File: src/rtl/fgf_pkg.sv
package fgf_pkg;
  // Minimum number of agreeing samples added to the count setting.
  localparam int CNT_BIAS = 3;

  function automatic int agree_width(input int cnt_w);
    return $clog2((1 << cnt_w) + CNT_BIAS);
  endfunction
endpackage

File: src/rtl/fgf_sync.sv
module fgf_sync #(
  parameter int W = 4
) (
  input  logic         clk,
  input  logic         rst,
  input  logic [W-1:0] d,
  output logic [W-1:0] q
);
  logic [W-1:0] meta_q;

  always_ff @(posedge clk) begin
    if (rst) begin
      meta_q <= '0;
      q      <= '0;
    end else begin
      meta_q <= d;
      q      <= meta_q;
    end
  end
endmodule

File: src/rtl/fgf_stretch.sv
module fgf_stretch #(
  parameter int W = 4
) (
  input  logic         clk,
  input  logic         rst,
  input  logic         enable,
  input  logic [W-1:0] d,
  output logic [W-1:0] q
);
  logic [W-1:0] hold_q;

  always_ff @(posedge clk) begin
    if (rst) hold_q <= '0;
    else     hold_q <= d;
  end

  // A one-cycle high on d is extended by the held copy to two cycles.
  assign q = enable ? (d | hold_q) : d;
endmodule

File: src/rtl/fgf_tick.sv
module fgf_tick #(
  parameter int PER_W = 8
) (
  input  logic             clk,
  input  logic             rst,
  input  logic [PER_W-1:0] period,
  output logic             tick
);
  logic [PER_W-1:0] cnt_q;
  logic             wrap;

  assign wrap = (period != '0) && (cnt_q >= period - 1'b1);
  assign tick = wrap;

  always_ff @(posedge clk) begin
    if (rst || period == '0) cnt_q <= '0;
    else if (wrap)           cnt_q <= '0;
    else                     cnt_q <= cnt_q + 1'b1;
  end
endmodule

File: src/rtl/fgf_chan.sv
module fgf_chan #(
  parameter int AG_W = 4
) (
  input  logic            clk,
  input  logic            rst,
  input  logic            bypass,
  input  logic            tick,
  input  logic [AG_W-1:0] need_m1,
  input  logic            din,
  input  logic            clr,
  output logic            pin,
  output logic            flag
);
  logic [AG_W-1:0] agree_q;
  logic [AG_W-1:0] agree_d;
  logic            pin_d;

  always_comb begin
    pin_d   = pin;
    agree_d = agree_q;
    if (bypass) begin
      pin_d   = din;
      agree_d = '0;
    end else if (tick) begin
      if (din == pin) begin
        agree_d = '0;
      end else if (agree_q >= need_m1) begin
        pin_d   = din;
        agree_d = '0;
      end else begin
        agree_d = agree_q + 1'b1;
      end
    end
  end

  always_ff @(posedge clk) begin
    if (rst) begin
      agree_q <= '0;
      pin     <= 1'b0;
      flag    <= 1'b0;
    end else begin
      agree_q <= agree_d;
      pin     <= pin_d;
      flag    <= (pin_d & ~pin) | (flag & ~clr);
    end
  end
endmodule

File: src/rtl/fault_glitch_filter.sv
module fault_glitch_filter #(
  parameter int N_IN  = 4,
  parameter int PER_W = 8,
  parameter int CNT_W = 3
) (
  input  logic             clk,
  input  logic             rst,
  input  logic [N_IN-1:0]  fault_raw,
  input  logic [PER_W-1:0] cfg_period,
  input  logic [CNT_W-1:0] cfg_count,
  input  logic             cfg_stretch,
  input  logic [N_IN-1:0]  flag_clr,
  output logic             pwm_kill,
  output logic [N_IN-1:0]  pin_status,
  output logic [N_IN-1:0]  fault_flag
);
  import fgf_pkg::*;

  localparam int AG_W = agree_width(CNT_W);

  logic [N_IN-1:0] sync_q;
  logic [N_IN-1:0] filt_in;
  logic            tick;
  logic            bypass;
  logic [AG_W-1:0] need_m1;

  // Immediate shutdown straight from the raw pins.
  assign pwm_kill = |fault_raw;

  assign bypass  = (cfg_period == '0);
  assign need_m1 = AG_W'(cfg_count) + AG_W'(CNT_BIAS - 1);

  fgf_sync #(.W(N_IN)) u_sync (
    .clk(clk), .rst(rst), .d(fault_raw), .q(sync_q)
  );

  fgf_stretch #(.W(N_IN)) u_stretch (
    .clk(clk), .rst(rst), .enable(cfg_stretch), .d(sync_q), .q(filt_in)
  );

  fgf_tick #(.PER_W(PER_W)) u_tick (
    .clk(clk), .rst(rst), .period(cfg_period), .tick(tick)
  );

  for (genvar i = 0; i < N_IN; i++) begin : g_chan
    fgf_chan #(.AG_W(AG_W)) u_chan (
      .clk(clk), .rst(rst), .bypass(bypass), .tick(tick),
      .need_m1(need_m1), .din(filt_in[i]), .clr(flag_clr[i]),
      .pin(pin_status[i]), .flag(fault_flag[i])
    );
  end
endmodule

File: config.mk
export PLATFORM = sky130hd
export DESIGN_NAME = fault_glitch_filter
export DESIGN_NICKNAME = d
export VERILOG_FILES = /design/src/rtl/fgf_pkg.sv /design/src/rtl/fgf_sync.sv /design/src/rtl/fgf_stretch.sv /design/src/rtl/fgf_tick.sv /design/src/rtl/fgf_chan.sv /design/src/rtl/fault_glitch_filter.sv
export SDC_FILE = /design/constraint.sdc
export NUM_CORES = 1
export LEC_CHECK = 0
export ABC_AREA = 1
export BUFFER_PORTS_ARGS = -buffer_cell sky130_fd_sc_hd__buf_4
export CORE_UTILIZATION = 30
export CTS_CLUSTER_SIZE = 16
export DETAILED_ROUTE_END_ITERATION = 16
export PLACE_DENSITY = 0.5
export REMOVE_ABC_BUFFERS = 1
export SYNTH_ARGS = -nofsm -noshare
export SYNTH_HDL_FRONTEND = slang
export SYNTH_SLANG_ARGS = --single-unit
File: constraint.sdc
create_clock -name clk -period 1.9 [get_ports clk]
set_input_delay 0 -clock clk [delete_from_list [all_inputs] [get_ports clk]]
set_output_delay 0 -clock clk [all_outputs]
set_load 0.02 [all_outputs]
### Word level (Yosys, flattened, before mapping)

Cells that the tools add are included.

* output and inout bits: 9
* memories kept: 0
* memory bits (read-only): 0
* bits in registers: 44
* latch bits: 0
* bits in writable memories: 0
* word-level logic and storage cells: 85

* reductions and logical operators: 7
* bitwise logic cells: 21
* shift-type cells: 0
* multipliers: 0
* magnitude comparators: 5
* $add $sub $neg: 7
* eq/ne operators: 4
* mux-type cells: 25
* divide/modulo/power cells: 0

Operators with widths (count)
* $mux W4: 9
* $add A4 B1 Y4 const B: 4
* $ge A4 B4 Y1: 4
* $mux W1: 16
* $add A8 B1 Y8 const B: 1
* $and A1 B1 Y1: 8
* $ge A8 B8 Y1: 1
* $logic_not A8 Y1: 1
* $not A1 Y1: 8
* $reduce_bool A8 Y1: 1
* $sub A8 B1 Y8 const B: 1
* $add A3 B2 Y4 const B: 1
* $eq A1 B1 Y1: 4
* $or A1 B1 Y1: 4
* $or A4 B4 Y4: 1
* $reduce_or A2 Y1: 2
* $reduce_or A4 Y1: 1
* $logic_and A1 B1 Y1: 1
* $logic_or A1 B1 Y1: 1

### Longest topological paths before layout

Gate-level depths: netlist of run 1.

* depth after elaboration: 8
* gate-level depth with buffers: 17

### Modules after synthesis

From an unflattened synthesis of run 1, not the netlist that was laid out.

* cell total of the unflattened synthesis: 386
* area, all modules: 2728.9 sq um

By module, submodules not included
* fgf_chan: area each 402.9 sq um, cells each 58, instances 4
* fgf_tick: area each 691.9 sq um, cells each 97, instances 1
* fgf_sync: area each 231.5 sq um, cells each 25, instances 1
* fgf_stretch: area each 140.1 sq um, cells each 20, instances 1
* fault_glitch_filter: area each 53.8 sq um, cells each 12, instances 1

### Worst setup path after synthesis of run 1

No wires, ideal clock.

* kind: input -> register
* start point: input cfg_period[0]
* end point: register g_chan[2].u_chan.agree_q[2]
* data required time: 1.787 ns
* data arrival time: 1.635 ns
* cell stages on the path: 15
* library setup time: 0.113 ns
* slack: 0.152 ns
* cells stage by stage: inv_1 nand2_1 nor2_1 nand2_1 nor3_1 xnor2_1 ha_1 a21oi_1 o21a_1 nand2_2 nand2_4 buf_4 nor2_1 o21ai_1 inv_1

* longest elaborated chain between the ends: 3

RTL lines
* start: declaration: RTL line fault_glitch_filter.sv:9 `input logic [PER_W-1:0] cfg_period,`
* $sub A8 B1 Y8: RTL line fgf_tick.sv:12 `assign wrap = (period != '0) && (cnt_q >= period - 1'b1);`
* $ge A8 B8 Y1: RTL line fgf_tick.sv:12
* $logic_and A1 B1 Y1: RTL line fgf_tick.sv:12
* end signal: assignment: RTL line fgf_chan.sv:42 `agree_q <= agree_d;`
* end: declaration: RTL line fgf_chan.sv:14 `logic [AG_W-1:0] agree_q;`

Parallel ways exist; a longest one is shown, timed or not.
A chain may end at the register's enable or synchronous reset.

### Final worst setup path of run 1

* start point: register g_chan[2].u_chan.agree_q[0]
* end point: register g_chan[2].u_chan.agree_q[2]

* longest elaborated chain between the ends: 3

RTL lines
* $add A4 B1 Y4 or $ge A4 B4 Y1 (tied branches): RTL line fgf_chan.sv:31, fgf_chan.sv:27
* $mux W4 *: RTL line fgf_chan.sv:27 `end else if (agree_q >= need_m1) begin`
* $mux W4 *: RTL line fgf_chan.sv:25 `if (din == pin) begin`

Mark *: on every way between the ends. The rest lies on a longest branch, timed or not.

==> reports/qor.txt, run 1 <==
CTS max path bufs = 2
Final min period = 1.73 ns
Cell Area, Synth = 2670 um^2
Diodes inserted = 0
Routed via count = 2,236
Residual DRC = 0
Leak = 0.00160 uW
Die width = 96.4 um
Vias/cell = 4.34
Row cnt = 34
Global route overflow = 0
Top Family by Delay on Critical Path = compound AO/OA/AOI/OAI gates
CTS tree = built
Maximum fanout along the worst path = 4
Syn-to-layout area delta = 20.8%
Hold crit path type = input port to flop
Share of layout cells above drive strength 1 = 15.5%
Cells after synthesis = 362
Worst setup SP type = flop
Layout Cells excl Fill = 515
Largest net degree at the start of global routing = 22
Buf+Inv Stages, Crit Path = 3
Routed WL = 5370 um
Io pins = 31
Arrival time at the worst endpoint = 1.92 ns
Synthesis-stage register bit count = 44
Crit Path Class = flop to flop
H-tree depth = 2
Dpl cells = 499
Worst vdd ir = 302 uV
Die area = 9290 um^2
Max-Cap Viols = 0
CTS buffer count = 5
CP max-delay cell = dfxtp_1
Dpl hpwl = 4070 um
1st-iter DRT viols = 65
Worst path max stage delay = 0.38 ns
ANT nets after route = 0
First-pass GRT wire length = 8850 um
Sink Count = 44
Yosys warning total = 0
Status = complete, no violations
Slew HR = 74.3%
# setup viols final = 0
Period utilization = 90.9%
Unrepaired setup endpoints after global routing = no
Skew-Pair Late Insertion Delay = 0.31 ns
GRT Overall Usage = 12.5%
WL per Instance = 10.4 um
Clock Tree Root = clkbuf_8
Initial antenna violation count = 0
Final net count = 460
Worst setup EP type = flop
PortBufs = 30
Average size of a mapped cell = 7.38 um^2
Worst path most repeated cell = inv_1
Core Area = 8680 um^2
Hold Vio Cnt, Final = 0
Pwr/cell area = 610 nW/um^2
CP Cell Sequence = inv_1, ha_1, inv_1, nand2_1, a21oi_1, o21ai_0, nor2_1, nand3_1, nand2_1, o21ai_1, inv_1
Post-synthesis cell type count = 29
Seq/Total Area, Yosys = 33.0%
Reg clk slew, reported paths = 0.09 ns
Final Util = 37.2%
Data required, critical path = 2.10 ns
Final Max Tran Viols = 0
Number of global-route vias before repair = 1,963
Initial Utilization = 30.8%
Total power = 1970 uW
Clock Skew = 0.0123 ns
Maximum clock frequency = 0.579 GHz
Worst Max-Slew Pin Slew = 0.381 ns
TritonRoute pass-1 iters = 4
Die Y = 96.4 um
GPL Wtd Cong = 0.742
Postcts setup bufs = 0
-- cell type report --
type	instances	area, um^2
clock buffers	5	68.8
clock inverters	3	46.3
fillers	944	5450
inverters	65	246
multi-input cells	240	1460
flip-flops and latches	44	881
well taps	108	135
repair buffers	50	395
-- cell families after synthesis --
family                   count (synthesis)  synth area share [%]
AO/OA/AOI/OAI                           41                  8.20
XOR/XNOR                                15                  4.92
adder cells (fa/ha/maj)                 32                  15.0
buffers and inverters                   78                  12.7
flip-flops                              44                  33.0
AND/OR/NAND/NOR                        152                  26.2
-- state kept, by name, summed over array words and instances (netlist names) --
signal and cells:
u_tick.cnt_q 8, u_sync.meta_q 4, g_chan.u_chan.flag 4, u_stretch.hold_q 4
u_sync.q 4, g_chan.u_chan.agree_q 16, g_chan.u_chan.pin 4
-- cell usage in the layout (no fill, tap or decap), types with 2 or more instances in the layout --
master,n
nand2_4,3
nand2_1,72
inv_1,63
ha_1,32
nor3_1,5
o21bai_1,2
nor2_4,2
nand3_1,21
a21oi_1,24
nor2_1,37
xnor2_1,2
clkbuf_8,5
nand4_1,6
dlygate4sd3_1,8
nor3_2,2
dfxtp_1,44
buf_4,42
nor3b_2,2
o21ai_1,2
xor2_1,13
o21ai_0,9
-- Yosys cell counts (all sizes together) --
library cell	n	area, um^2
a21oi	24	120
nand4	6	37.5
nor2	40	181
nand3	21	105
nand2	76	310
xnor2	2	17.5
o21bai	2	15.0
a21o	1	7.51
nor3b	2	25.0
xor2	13	114
o21ai	11	55.1
a21boi	1	7.51
clkbuf	2	7.51
ha	32	400
inv	65	246
nor3	7	40.0
buf	11	86.3
dfxtp	44	881
o22ai	1	6.26
o21a	1	7.51
-- per-stage QoR --
step                hold slack [ns]  setup WS (ns)  area (um^2)  setup TNS, ns
detailed placement            0.220         -0.122         3030          -1.97
CTS                          0.0183          0.193         3220              0
global placement              0.216         -0.101         3030          -1.23
floorplan                    0.0691         0.0361         2580              0
global route                 0.0214         0.0292         3230              0
finish                       0.0227          0.172         3230              0
-- repair_timing --
item                                    in CTS  in global routing
endpoints found under the setup margin       0                 10
resized for setup                            0                  1
hold buffers                                 8                  0
endpoints found under the hold margin        8                  0
-- worst register-to-register path, cell delays in order, from the launching register on --
cell and delay [ns]:
dfxtp_1 0.38, inv_1 0.08, ha_1 0.27, inv_1 0.03, nand2_1 0.05, a21oi_1 0.06, o21ai_0 0.33, nor2_1 0.14
nand3_1 0.09, nand2_1 0.05, o21ai_1 0.09, inv_1 0.05
-- layer usage --
layer / vias up / GRT usage, % / part of all wire (%)
li1: 1223 / - / -
met1: 976 / 16.6 / 51
met2: 33 / 19.8 / 45
met3: 4 / 3.71 / 3.4
met4: 0 / 2.94 / 0.89
met5: - / 0 / 0
-- where the power goes --
group          internal [uW]  switching, uW
Combinational            120            142
Clock                    397            359
Sequential               941           11.6
Total                   1460            512
-- worst paths after layout --
path                                                                from                                        to  slack, ns  cells after the start
worst max-delay path            g_chan[2].u_chan.agree_q[0]$_SDFFE_PP0N_  g_chan[2].u_chan.agree_q[2]$_SDFFE_PP0N_       0.17                     11
worst min-delay path                                                 rst                    u_sync.q[0]$_SDFF_PP0_       0.02                      2
worst max register to register  g_chan[2].u_chan.agree_q[0]$_SDFFE_PP0N_  g_chan[2].u_chan.agree_q[2]$_SDFFE_PP0N_       0.17                     11
worst min register to register               u_sync.meta_q[3]$_SDFF_PP0_                    u_sync.q[3]$_SDFF_PP0_       0.40                      2
Power figures use the tool's default switching activity.
==> inputs of run 2 (changes only) <==
--- a/config.mk
+++ b/config.mk
@@ -11,6 +11,7 @@
 export CTS_CLUSTER_SIZE = 16
 export DETAILED_ROUTE_END_ITERATION = 16
 export PLACE_DENSITY = 0.5
+export RECOVER_POWER = 100
 export REMOVE_ABC_BUFFERS = 1
 export SYNTH_ARGS = -nofsm -noshare
 export SYNTH_HDL_FRONTEND = slang
==> run 2 against run 1 <==
Global-route usage stayed put. Largest cell class unchanged. Largest power group unchanged. Clock skew hardly changed. Cell count stayed put.
==> reports/qor.txt, run 2 (synthesis gave the netlist of run 1 again) <==
Buf+Inv Stages, Crit Path = 3
1st-iter DRT viols = 59
TritonRoute pass-1 iters = 4
Residual DRC = 0
Status = complete, no violations
CTS tree = built
Max-Cap Viols = 0
Number of global-route vias before repair = 1,963
Reg clk slew, reported paths = 0.09 ns
Worst path most repeated cell = inv_1
Initial antenna violation count = 0
Skew-Pair Late Insertion Delay = 0.31 ns
Area of the multi-input gates = 1460 um^2
Reg-to-reg endpoint = g_chan[2].u_chan.agree_q[2]$_SDFFE_PP0N_
Syn-to-layout area delta = 19.1%
Pwr/cell area = 617 nW/um^2
Die Y = 96.4 um
Maximum fanout along the worst path = 4
CTS buffer count = 5
Top Family by Delay on Critical Path = compound AO/OA/AOI/OAI gates
Worst setup EP type = flop
Final net count = 460
Die area = 9290 um^2
Postcts setup bufs = 0
Io pins = 31
Routed via count = 2,223
Initial Utilization = 30.8%
Core Area = 8680 um^2
Diodes inserted = 0
Worst r2r path cells = 11
First-pass GRT wire length = 8850 um
CP max-delay cell = dfxtp_1
Hold Vio Cnt, Final = 0
Worst Max-Slew Pin Slew = 0.379 ns
Hold crit path type = input port to flop
Storage element area = 881 um^2
Worst path max stage delay = 0.38 ns
FF-to-FF Start = g_chan[2].u_chan.agree_q[0]$_SDFFE_PP0N_
Worst hold start = rst
Flop2flop setup slack = 0.19 ns
Max reg flops = 16
Unrepaired setup endpoints after global routing = no
Total power = 1960 uW
WL per Instance = 10.4 um
ANT nets after route = 0
Slew HR = 74.5%
Fillers = 963
Top flop regs = g_chan.u_chan.agree_q x16, u_tick.cnt_q x8
CP Cell Sequence = inv_1, ha_1, inv_1, nand2_1, a21oi_1, o21ai_0, nor2_1, nand3_1, nand2_1, o21ai_0, inv_1
Global route overflow = 0
CTS max path bufs = 2
Final min period = 1.71 ns
Die width = 96.4 um
Most common cell after layout, fill and taps aside = nand2_1
Arrival time at the worst endpoint = 1.91 ns
GRT Overall Usage = 12.5%
Routed WL = 5330 um
H-tree depth = 2
Hold path depth = 2
Largest reg by FF count = g_chan.u_chan.agree_q
PortBufs = 30
Worst vdd ir = 296 uV
Clock Skew = 0.0126 ns
Setup TNS = 0 ns
Clock Tree Root = clkbuf_8
Largest net degree at the start of global routing = 22
Hold endpoint = u_sync.q[0]$_SDFF_PP0_
Worst setup SP type = flop
Data required, critical path = 2.09 ns
Dpl hpwl = 4070 um
Most frequent cells in the layout = nand2_1, inv_1, dfxtp_1
Share of layout cells above drive strength 1 = 12.5%
GPL Wtd Cong = 0.742
Row cnt = 34
Leak = 0.00155 uW
Period utilization = 90.3%
Final Max Tran Viols = 0
# setup viols final = 0
Vias/cell = 4.32
Maximum clock frequency = 0.583 GHz
Sink Count = 44
Crit Path Class = flop to flop
-- run 2: cell types whose count changed in the layout (fill, tap and decap cells not counted) --
cell      previous run  this run
buf_4               42        21
clkbuf_1             0        12
clkbuf_4             0         8
o21ai_0              9        11
o21ai_1              2         0
a21boi_0             0         1
a21boi_1             1         0
clkbuf_2             0         1
-- run 2: power breakdown --
| part | total [uW] | switching [uW] | internal [uW] | leakage [uW] |
|---|---|---|---|---|
| clock | 752 | 356 | 397 | 0.0000548 |
| combinational | 257 | 141 | 116 | 0.00113 |
| sequential | 953 | 11.5 | 941 | 0.000357 |
-- run 2: routing by layer --
metal | vias up | global-route usage (%) | wire, um
met5 | - | 0 | 0
met1 | 973 | 16.6 | 2760
met4 | 0 | 2.94 | 30
met2 | 26 | 19.8 | 2400
met3 | 2 | 3.71 | 145
li1 | 1222 | - | -
-- run 2: worst max path at each step --
stage / from / endpoint / slack [ns] / cells after the start
after detailed placement: cfg_period[2] / g_chan[3].u_chan.agree_q[1]$_SDFFE_PP0N_ / -0.12 / 15
after global routing: cfg_period[0] / g_chan[3].u_chan.agree_q[1]$_SDFFE_PP0N_ / 0.02 / 15
after CTS: cfg_period[2] / g_chan[3].u_chan.agree_q[1]$_SDFFE_PP0N_ / 0.19 / 15
after global placement: cfg_period[2] / g_chan[3].u_chan.agree_q[1]$_SDFFE_PP0N_ / -0.10 / 15
after floorplan: cfg_period[0] / g_chan[3].u_chan.agree_q[1]$_SDFFE_PP0N_ / 0.04 / 14
final: g_chan[2].u_chan.agree_q[0]$_SDFFE_PP0N_ / g_chan[2].u_chan.agree_q[2]$_SDFFE_PP0N_ / 0.19 / 11
-- run 2: what timing repair did --
item | CTS | global route
resized for setup | 0 | 1
endpoints found under the hold margin | 8 | 0
endpoints found under the setup margin | 0 | 10
hold buffers | 8 | 0
-- run 2: metrics by stage --
step | hold slack (ns) | area, um^2 | instances | worst slack (ns) | utilization (%)
finish | 0.0245 | 3180 | 515 | 0.185 | 36.6
global route | 0.0214 | 3180 | 515 | 0.0185 | 36.6
CTS | 0.0183 | 3220 | 515 | 0.193 | 37.1
global placement | 0.216 | 3030 | 499 | -0.101 | 34.9
floorplan | 0.0691 | 2580 | 349 | 0.0361 | -
detailed placement | 0.220 | 3030 | 499 | -0.122 | 34.9
-- run 2: area by class of cell --
class / instances / area share, %
multi-input cells: 240 / 45.8
clock buffers: 5 / 2.16
repair buffers: 50 / 10.9
well taps: 108 / 4.25
flip-flops and latches: 44 / 27.7
clock inverters: 3 / 1.46
inverters: 65 / 7.75
